===== config.mk =====
export PLATFORM = sky130hd
export DESIGN_NAME = tfcmd_issuer
export DESIGN_NICKNAME = d
export VERILOG_FILES = /design/src/rtl/tfcmd_pkg.sv /design/src/rtl/tfcmd_pacer.sv /design/src/rtl/tfcmd_lane.sv /design/src/rtl/tfcmd_seq.sv /design/src/rtl/tfcmd_issuer.sv
export SDC_FILE = /design/constraint.sdc
export NUM_CORES = 1
export LEC_CHECK = 0
export ABC_AREA = 1
export BUFFER_PORTS_ARGS = -buffer_cell sky130_fd_sc_hd__buf_2
export CELL_PAD_IN_SITES_DETAIL_PLACEMENT = 0
export CELL_PAD_IN_SITES_GLOBAL_PLACEMENT = 1
export CORE_MARGIN = 1.5
export CORE_UTILIZATION = 36
export DETAILED_ROUTE_END_ITERATION = 10
export GPL_TIMING_DRIVEN = 0
export PLACE_DENSITY_LB_ADDON = 0.2
export SLEW_MARGIN = 20
export SYNTH_ARGS = -nofsm -noshare
export SYNTH_HDL_FRONTEND = slang
export SYNTH_HIERARCHICAL = 1
export SYNTH_SLANG_ARGS = --single-unit

===== constraint.sdc =====
create_clock -name clk -period 2.2 [get_ports clk]
set_clock_uncertainty 0.15 [all_clocks]
set_input_delay 0.11 -clock clk [delete_from_list [all_inputs] [get_ports clk]]
set_output_delay 0.11 -clock clk [all_outputs]
set_load 0.03 [all_outputs]

===== src/rtl/tfcmd_pkg.sv =====
package tfcmd_pkg;
  localparam int LBA_W  = 28;
  localparam int ADDR_W = 3;
  localparam int DATA_W = 16;
  localparam int STEP_W = 3;

  typedef enum logic [1:0] {
    MODE_BYTE     = 2'd0,
    MODE_PAIR     = 2'd1,
    MODE_TIDE     = 2'd2,
    MODE_PAIR_ALT = 2'd3
  } bus_mode_e;

  typedef enum logic [2:0] {
    ST_IDLE     = 3'd0,
    ST_PRE_RD   = 3'd1,
    ST_PRE_GAP  = 3'd2,
    ST_WR       = 3'd3,
    ST_POST_RD  = 3'd4,
    ST_POST_GAP = 3'd5
  } seq_state_e;

  // task-file byte offsets the card decodes
  localparam logic [ADDR_W-1:0] OFS_SCNT = 3'd2;
  localparam logic [ADDR_W-1:0] OFS_STAT = 3'd7;
  localparam logic [3:0]        DRVH_TOP = 4'hE;
  localparam logic [7:0]        ONE_SECTOR = 8'h01;
  localparam int BIT_BSY = 7;
  localparam int BIT_DF  = 5;

  // modes 1 and 3 share a word between two registers
  function automatic logic is_paired(bus_mode_e m);
    return m[0];
  endfunction
endpackage


===== src/rtl/tfcmd_pacer.sv =====
module tfcmd_pacer #(
  parameter int POLL_GAP = 1000
) (
  input  logic clk,
  input  logic rst_n,
  input  logic load_i,
  input  logic run_i,
  output logic expired_o
);
  localparam int CW = (POLL_GAP > 1) ? $clog2(POLL_GAP) : 1;
  localparam logic [CW-1:0] RELOAD = CW'(POLL_GAP - 1);

  logic [CW-1:0] cnt_q, cnt_d;
  logic          cnt_en;

  always_comb begin
    cnt_en = 1'b0;
    cnt_d  = cnt_q;
    if (load_i) begin
      cnt_en = 1'b1;
      cnt_d  = RELOAD;
    end else if (run_i && (cnt_q != '0)) begin
      cnt_en = 1'b1;
      cnt_d  = cnt_q - 1'b1;
    end
  end

  always_ff @(posedge clk or negedge rst_n) begin
    if (!rst_n)      cnt_q <= '0;
    else if (cnt_en) cnt_q <= cnt_d;
  end

  assign expired_o = run_i && (cnt_q == '0);
endmodule


===== src/rtl/tfcmd_lane.sv =====
module tfcmd_lane
  import tfcmd_pkg::*;
(
  input  bus_mode_e           mode_i,
  input  logic                rd_i,
  input  logic [STEP_W-1:0]   step_i,
  input  logic [7:0]          cmd_i,
  input  logic [LBA_W-1:0]    lba_i,
  input  logic [DATA_W-1:0]   rdata_i,
  output logic [ADDR_W-1:0]   addr_o,
  output logic [DATA_W-1:0]   wdata_o,
  output logic                bsy_o,
  output logic                df_o
);
  logic [7:0] seq_b [8];
  logic       pair;
  logic [7:0] stat;
  logic [2:0] idx_lo, idx_hi;

  always_comb begin
    seq_b[0] = ONE_SECTOR;
    seq_b[1] = lba_i[7:0];
    seq_b[2] = lba_i[15:8];
    seq_b[3] = lba_i[23:16];
    seq_b[4] = {DRVH_TOP, lba_i[27:24]};
    seq_b[5] = cmd_i;
    seq_b[6] = 8'h00;
    seq_b[7] = 8'h00;
  end

  assign pair   = is_paired(mode_i);
  assign idx_lo = {step_i[1:0], 1'b0};
  assign idx_hi = {step_i[1:0], 1'b1};

  always_comb begin
    if (rd_i) begin
      addr_o  = pair ? (OFS_STAT >> 1) : OFS_STAT;
      wdata_o = '0;
    end else if (pair) begin
      addr_o  = (OFS_SCNT >> 1) + step_i;
      wdata_o = {seq_b[idx_hi], seq_b[idx_lo]};
    end else begin
      addr_o  = OFS_SCNT + step_i;
      wdata_o = {8'h00, seq_b[step_i]};
    end
  end

  assign stat  = pair ? rdata_i[15:8] : rdata_i[7:0];
  assign bsy_o = stat[BIT_BSY];
  assign df_o  = stat[BIT_DF];
endmodule


===== src/rtl/tfcmd_seq.sv =====
module tfcmd_seq
  import tfcmd_pkg::*;
#(
  parameter int POLL_LIMIT = 1000
) (
  input  logic              clk,
  input  logic              rst_n,
  input  logic              start_i,
  input  logic              ack_i,
  input  logic              bsy_i,
  input  logic              df_i,
  input  logic              pair_i,
  input  logic              gap_exp_i,
  output logic              rd_o,
  output logic              wr_o,
  output logic              latch_o,
  output logic              gap_load_o,
  output logic              gap_run_o,
  output logic [STEP_W-1:0] step_o,
  output logic              busy_o,
  output logic              done_o,
  output logic              fault_o,
  output logic              absent_o
);
  localparam int PW = (POLL_LIMIT > 1) ? $clog2(POLL_LIMIT) : 1;
  localparam logic [PW-1:0]     POLL_LAST = PW'(POLL_LIMIT - 1);
  localparam logic [STEP_W-1:0] LAST_PAIR = 3'd2;
  localparam logic [STEP_W-1:0] LAST_BYTE = 3'd5;

  seq_state_e        st_q, st_d;
  logic [STEP_W-1:0] step_q, step_d;
  logic [PW-1:0]     polls_q, polls_d;
  logic              done_q, fault_q, absent_q;
  logic              done_d, fault_d, absent_d;
  logic              last_step;

  assign last_step = (step_q == (pair_i ? LAST_PAIR : LAST_BYTE));

  always_comb begin
    st_d       = st_q;
    step_d     = step_q;
    polls_d    = polls_q;
    done_d     = 1'b0;
    fault_d    = 1'b0;
    absent_d   = 1'b0;
    gap_load_o = 1'b0;
    latch_o    = 1'b0;
    case (st_q)
      ST_IDLE: if (start_i) begin
        latch_o = 1'b1;
        polls_d = '0;
        step_d  = '0;
        st_d    = ST_PRE_RD;
      end
      ST_PRE_RD: if (ack_i) begin
        if (bsy_i) begin
          if (polls_q == POLL_LAST) begin
            absent_d = 1'b1;
            st_d     = ST_IDLE;
          end else begin
            polls_d    = polls_q + 1'b1;
            gap_load_o = 1'b1;
            st_d       = ST_PRE_GAP;
          end
        end else begin
          step_d = '0;
          st_d   = ST_WR;
        end
      end
      ST_PRE_GAP: if (gap_exp_i) st_d = ST_PRE_RD;
      ST_WR: if (ack_i) begin
        if (last_step) st_d = ST_POST_RD;
        else           step_d = step_q + 1'b1;
      end
      ST_POST_RD: if (ack_i) begin
        if (bsy_i && df_i) begin
          fault_d = 1'b1;
          st_d    = ST_IDLE;
        end else if (bsy_i) begin
          gap_load_o = 1'b1;
          st_d       = ST_POST_GAP;
        end else begin
          done_d = 1'b1;
          st_d   = ST_IDLE;
        end
      end
      ST_POST_GAP: if (gap_exp_i) st_d = ST_POST_RD;
      default: st_d = ST_IDLE;
    endcase
  end

  always_ff @(posedge clk or negedge rst_n) begin
    if (!rst_n) begin
      st_q     <= ST_IDLE;
      step_q   <= '0;
      polls_q  <= '0;
      done_q   <= 1'b0;
      fault_q  <= 1'b0;
      absent_q <= 1'b0;
    end else begin
      st_q     <= st_d;
      step_q   <= step_d;
      polls_q  <= polls_d;
      done_q   <= done_d;
      fault_q  <= fault_d;
      absent_q <= absent_d;
    end
  end

  assign rd_o      = (st_q == ST_PRE_RD) || (st_q == ST_POST_RD);
  assign wr_o      = (st_q == ST_WR);
  assign gap_run_o = (st_q == ST_PRE_GAP) || (st_q == ST_POST_GAP);
  assign step_o    = step_q;
  assign busy_o    = (st_q != ST_IDLE);
  assign done_o    = done_q;
  assign fault_o   = fault_q;
  assign absent_o  = absent_q;
endmodule


===== src/rtl/tfcmd_issuer.sv =====
module tfcmd_issuer
  import tfcmd_pkg::*;
#(
  parameter int POLL_GAP   = 1000,
  parameter int POLL_LIMIT = 1000
) (
  input  logic              clk,
  input  logic              rst_n,
  input  logic              start_i,
  input  logic [1:0]        mode_i,
  input  logic [7:0]        cmd_i,
  input  logic [LBA_W-1:0]  lba_i,
  output logic              bus_req_o,
  output logic              bus_we_o,
  output logic [ADDR_W-1:0] bus_addr_o,
  output logic [DATA_W-1:0] bus_wdata_o,
  input  logic [DATA_W-1:0] bus_rdata_i,
  input  logic              bus_ack_i,
  output logic              busy_o,
  output logic              done_o,
  output logic              fault_o,
  output logic              absent_o
);
  logic [1:0]        rst_sync_q;
  logic              rst_loc_n;
  bus_mode_e         mode_q;
  logic [7:0]        cmd_q;
  logic [LBA_W-1:0]  lba_q;
  logic              latch, rd, wr, gap_load, gap_run, gap_exp;
  logic              bsy, df;
  logic [STEP_W-1:0] step;

  // asynchronous assertion, synchronous release
  always_ff @(posedge clk or negedge rst_n) begin
    if (!rst_n) rst_sync_q <= 2'b00;
    else        rst_sync_q <= {rst_sync_q[0], 1'b1};
  end
  assign rst_loc_n = rst_sync_q[1];

  always_ff @(posedge clk or negedge rst_loc_n) begin
    if (!rst_loc_n) begin
      mode_q <= MODE_BYTE;
      cmd_q  <= '0;
      lba_q  <= '0;
    end else if (latch) begin
      mode_q <= bus_mode_e'(mode_i);
      cmd_q  <= cmd_i;
      lba_q  <= lba_i;
    end
  end

  tfcmd_seq #(.POLL_LIMIT(POLL_LIMIT)) u_seq (
    .clk(clk), .rst_n(rst_loc_n), .start_i(start_i), .ack_i(bus_ack_i),
    .bsy_i(bsy), .df_i(df), .pair_i(is_paired(mode_q)), .gap_exp_i(gap_exp),
    .rd_o(rd), .wr_o(wr), .latch_o(latch), .gap_load_o(gap_load),
    .gap_run_o(gap_run), .step_o(step), .busy_o(busy_o), .done_o(done_o),
    .fault_o(fault_o), .absent_o(absent_o)
  );

  tfcmd_pacer #(.POLL_GAP(POLL_GAP)) u_pacer (
    .clk(clk), .rst_n(rst_loc_n), .load_i(gap_load), .run_i(gap_run),
    .expired_o(gap_exp)
  );

  tfcmd_lane u_lane (
    .mode_i(mode_q), .rd_i(rd), .step_i(step), .cmd_i(cmd_q), .lba_i(lba_q),
    .rdata_i(bus_rdata_i), .addr_o(bus_addr_o), .wdata_o(bus_wdata_o),
    .bsy_o(bsy), .df_o(df)
  );

  assign bus_req_o = rd | wr;
  assign bus_we_o  = wr;
endmodule


* After elaboration in Yosys (flattened, before gate mapping)
Cells that the tools add are included.
** Cells by class
- Add/sub/neg operators :: 4
- Order comparisons :: 3
- Eq/ne operators :: 18
- Muxes and demuxes :: 63
- Bitwise logic cells :: 4
- Reductions and logical operators :: 16
** Operators by type and width (count)
- binary-select mux 8 bit (select 3 bit) :: 3
- two-way mux 10 bit :: 6
- two-way mux 8 bit :: 7
- two-way mux 3 bit :: 18
- two-way mux 16 bit :: 2
- two-way mux 1 bit :: 21
- case mux 10 bit (2 select lines) :: 1
- inequality test 2 bit, second input constant :: 9
- case mux 3 bit (6 select lines) :: 1
- >= comparator 4 bit, second input constant :: 3
- inverter 3 -> 4 bit :: 3
- adder 10 x 1 -> 10 bit, second input constant :: 1
- == test 10 bit, second input constant :: 1
- zero test 10 bit :: 1
- nonzero test 10 bit :: 1
- subtractor 10 x 1 -> 10 bit, second input constant :: 1
- case mux 3 bit (3 select lines) :: 1
- AND reduction 7 bit :: 1
- == test 3 x 2 -> 1 bit, second input constant :: 2
- == test 3 bit, second input constant :: 2
- AND reduction 6 bit :: 1
- nonzero test 3 bit :: 2
- AND reduction 5 bit :: 1
- two-way mux 2 bit :: 2
- 12 further kinds :: 17
** Storage, ports and cells
- Flip-flop bits (word level) :: 68
- Bits of input ports :: 58
- Output and inout bits :: 25
- Word-level logic and storage cells :: 119

* Depth between registers and ports, before layout
- Depth after elaboration :: 7
- Depth in mapped cells :: 13
- Mapped depth without buffers :: 13

* Cells and area by module
Netlist, hierarchy kept.
** Modules (own cells, without submodules)
- tfcmd_issuer :: instances 1, cells an instance 165, area an instance 1512.7 um2, seq. area each 1001.0 um2
- tfcmd_seq :: instances 1, cells an instance 174, area an instance 1228.7 um2, seq. area each 475.5 um2
- tfcmd_lane :: instances 1, cells an instance 179, area an instance 795.8 um2, seq. area each 0.0 um2
- tfcmd_pacer :: instances 1, cells an instance 92, area an instance 676.9 um2, seq. area each 250.2 um2

* Least setup slack after synthesis
No wires, ideal clock.
- Kind :: register -> register
- From :: register mode_q[0]
- To :: register u_pacer.cnt_q[7]
- Setup time :: 0.074 ns
- Arrival time :: 1.977 ns
- Required time :: 1.976 ns
- Setup slack :: -0.001 ns
- Cell stages (with the launch flop) :: 13
- Buffers on the path :: 2
- Clock period less this slack :: 2.201 ns
- Cells stage by stage :: dfrtp_1 clkbuf_1 nand2_1 nand2_1 nand2_1 inv_1 nand3_1 nor2_1 clkinv_1 nand2_4 buf_6 nand2_2 o21ai_2
** Between the ends
- Cells in the longest elaborated chain, start to end :: 7
- Elaborated cells on any way between the ends :: 12
- Classes of those cells :: mux (9); reduce/logical (3)
** Ends and longest elaborated chain
- start, declared :: line tfcmd_issuer.sv:26 : bus_mode_e mode_q;
- start signal, assigned :: line tfcmd_issuer.sv:46 : mode_q <= bus_mode_e'(mode_i);
- two-way mux 8 bit * :: line tfcmd_lane.sv:48 : assign stat = pair ? rdata_i[15:8] : rdata_i[7:0];
- net bsy :: line tfcmd_issuer.sv:30 : logic bsy, df;
- two-way mux 1 bit or logical AND 1 bit (tied branches) :: line tfcmd_seq.sv:79, tfcmd_seq.sv:76
- two-way mux 1 bit :: line tfcmd_seq.sv:76 : if (bsy_i && df_i) begin
- two-way mux 1 bit :: line tfcmd_seq.sv:75 : ST_POST_RD: if (ack_i) begin
- case mux 1 bit (2 select lines) * :: line tfcmd_seq.sv:48 : case (st_q)
- net gap_load :: line tfcmd_issuer.sv:29 : logic latch, rd, wr, gap_load, gap_run, gap_exp;
- nonzero test 2 bit (no source line) or two-way mux 1 bit (tied branches)
- AND reduction 2 bit (no source line)
- end signal, assigned :: line tfcmd_pacer.sv:30 : else if (cnt_en) cnt_q <= cnt_d;
- end, declared :: line tfcmd_pacer.sv:13 : logic [CW-1:0] cnt_q, cnt_d;
Mark *: on every way through the listed nets, which the timed path passes. The rest lies on a longest branch.
A chain may end at the register's enable or synchronous reset.

* Worst setup path after layout
- From :: register u_seq.step_q[2], in the netlist u_seq/step_o[2]
- To :: output port bus_wdata_o[5]
** Between the ends
- Cells in the longest elaborated chain, start to end :: 6
** Ends and longest elaborated chain
- start, declared :: line tfcmd_seq.sv:31 : logic [STEP_W-1:0] step_q, step_d;
- start signal, assigned :: line tfcmd_seq.sv:102 : step_q <= step_d;
- inverter 3 -> 4 bit (not written as such) :: line tfcmd_lane.sv:44 : wdata_o = {8'h00, seq_b[step_i]};
- binary-select mux 8 bit (select 3 bit) :: line tfcmd_lane.sv:44
- two-way mux 8 bit (not written as such) (2 in a row) :: line tfcmd_lane.sv:44
- two-way mux 16 bit :: line tfcmd_lane.sv:39 : end else if (pair) begin
- two-way mux 16 bit :: line tfcmd_lane.sv:36 : if (rd_i) begin
- end, declared :: line tfcmd_issuer.sv:16 : output logic [DATA_W-1:0] bus_wdata_o,
No other way between the ends. The select of a mux whose other input is x is not followed.

==> impl_metrics.env <==
export IMPL_rows=39
export IMPL_dpl_cell_area_sq_um=4735
export IMPL_vdd_drop_max_mv=0.7543
export IMPL_cts_buffers=9
export IMPL_grt_total_usage_pct=20.47
export IMPL_drive_above_1_share_pct=23.83
export IMPL_grt_busiest_layer="met2"
export IMPL_routed_wirelength_um=11980
export IMPL_place_inst=819
export IMPL_hpwl_um=8556
export IMPL_wl_per_cell_um=13.46
export IMPL_firstDrtPassIters=4
export IMPL_gp_congestion=0.8480
export IMPL_clk_latency_ns=0.34
export IMPL_htreeDepth=3
export IMPL_cts_tree="yes"
export IMPL_syn_cell_area_sq_um=4178
export IMPL_core_region_area_sq_um=11370
export IMPL_setup_tns_ns=0
export IMPL_antenna_found_initial=0
export IMPL_viasPerCell=4.817
export IMPL_yosysWarningCount=6
export IMPL_mostFrequentLayoutCells="279 x nand2_1, 70 x buf_2, 60 x dfrtp_1, 45 x nand3_1, 42 x nor2_1"
export IMPL_nets=804
export IMPL_min_path_type="reg2async"
export IMPL_layoutNonFillerInstCount=890
export IMPL_start_util_pct=36.74
export IMPL_final_cell_area_sq_um=5623
export IMPL_final_util_pct=49.46
export IMPL_grt_max_degree=46
export IMPL_detail_route_antenna_nets=0
export IMPL_grt_pass1_wl_um=19910
export IMPL_max_freq_mhz=476.4
export IMPL_drv_slew=0
export IMPL_die_w_um=110.7
export IMPL_worstSetupPathType="reg2out"
export IMPL_drtIter0Drc=221
export IMPL_met1_usage_pct=25.93
export IMPL_synthCells=606
export IMPL_overflow=0
export IMPL_boundaryPins=83
export IMPL_hold_viol_final=0
export IMPL_use_met3_pct=5.358
export IMPL_die_h_um=110.7
export IMPL_areaGrowthSynthToFinish_pct=34.59
export IMPL_syn_area_per_cell_sq_um=6.894
export IMPL_port_buffers=69
export IMPL_antenna_cells=0
export IMPL_n_fill_cell=1147
export IMPL_vias=4287
export IMPL_worst_ep_required_time_ns=1.94
export IMPL_cp_arrival_ns=1.84
export IMPL_crit_fanout=10
export IMPL_startpoint_type="register"
export IMPL_power_leakage_nw=2.915
export IMPL_numClockSinks=68
export IMPL_die_area_sq_um=12260
export IMPL_cts_max_path_buffers=2
export IMPL_min_period_over_period_pct=95.41
export IMPL_drc=0
export IMPL_layout_commonest_cell="nand2_1"
export IMPL_cap_violations=0
export IMPL_syn_nets=668
export IMPL_end_kind="primary output"
export IMPL_powerDensity_nw_per_um2=1246
export IMPL_setup_violations=0
export IMPL_grtUsageMet2_pct=33.87
export IMPL_clockRootBuffer="clkbuf_16"
export IMPL_clkTransAtPathRegs_ns=0.06
export IMPL_fin_crit_ns=2.099
export IMPL_outcome="finished, final reports clean"
export IMPL_grt_pass1_vias=4104
-- repair_timing --
action                     CTS  global route
buffers inserted             0            14
hold buffers                41             0
hold endpoints to repair    41             0
setup endpoints to repair   29            29
pin swaps                    0             2
gates resized for setup     23            16
-- registers in the layout (all words and copies together), names as in the netlist --
register	flops
lba_q	28
u_pacer/cnt_q	10
u_seq/polls_q	10
cmd_q	8
u_seq/st_q	3
u_seq/step_o	3
rst_sync_q	2
mode_q	1
u_seq/absent_o	1
u_seq/done_o	1
u_seq/fault_o	1
-- final cells by class --
cell class	count	area, sq um	area share, %
tap	143	178.9	3.182
clock inverter	2	10.01	0.1780
inverter	42	170.2	3.026
clock buffer	14	264.0	4.695
sequential	68	1714	30.49
timing repair buffer	125	910.9	16.20
multi-input combinational	477	2210	39.30
buffer	19	165.2	2.937
-- report_power, final --
part | leakage (nW) | total, mW | switching, mW | internal (mW)
sequential | 0.853 | 2.18 | 0.467 | 1.71
combinational | 1.93 | 3.49 | 2.24 | 1.25
clock | 0.137 | 1.34 | 0.515 | 0.821
-- final timing paths --
path / cells after the start / to / slack [ns] / start
max: 6 / bus_wdata_o[5] / 0.10 / u_seq/step_o[2]
min: 0 / lba_q[10] / 0.08 / rst_sync_q[1]
max reg2reg: 12 / u_pacer/cnt_q[7] / 0.14 / mode_q[0]
min reg2reg: 0 / lba_q[10] / 0.08 / rst_sync_q[1]
max in group asynchronous: 1 / mode_q[0] / 1.27 / rst_sync_q[1]
min in group clk: 5 / u_seq/done_o / 0.11 / bus_rdata_i[7]
-- layer usage --
metal | wire, um | share of wire [%] | vias up
met3 | 563 | 4.7 | 13
li1 | - | - | 2180
met1 | 5453 | 46 | 1990
met2 | 5750 | 48 | 104
met4 | 213 | 1.8 | 0
met5 | 0 | 0 | -
-- through the flow --
| stage | setup slack [ns] | hold slack, ns | power, mW |
|---|---|---|---|
| final | 0.1010 | 0.08068 | 7.004 |
| after floorplan | 0.01625 | -0.3356 | 4.445 |
| after detailed placement | -0.6636 | -0.2508 | 5.387 |
| after global routing | -0.003685 | 0.1104 | 7.597 |
| after CTS | 0.0009928 | 0.09054 | 6.886 |
| after global placement | -0.9197 | -0.2554 | 5.322 |
-- critical path: stages (launching register included) --
cell and delay (ns):
dfrtp_2 0.45, inv_1 0.09, clkbuf_2 0.21, o21ai_1 0.23, o21ai_0 0.12, a21oi_1 0.21, buf_4 0.20
Note: power is estimated with default switching activity, not from simulation.
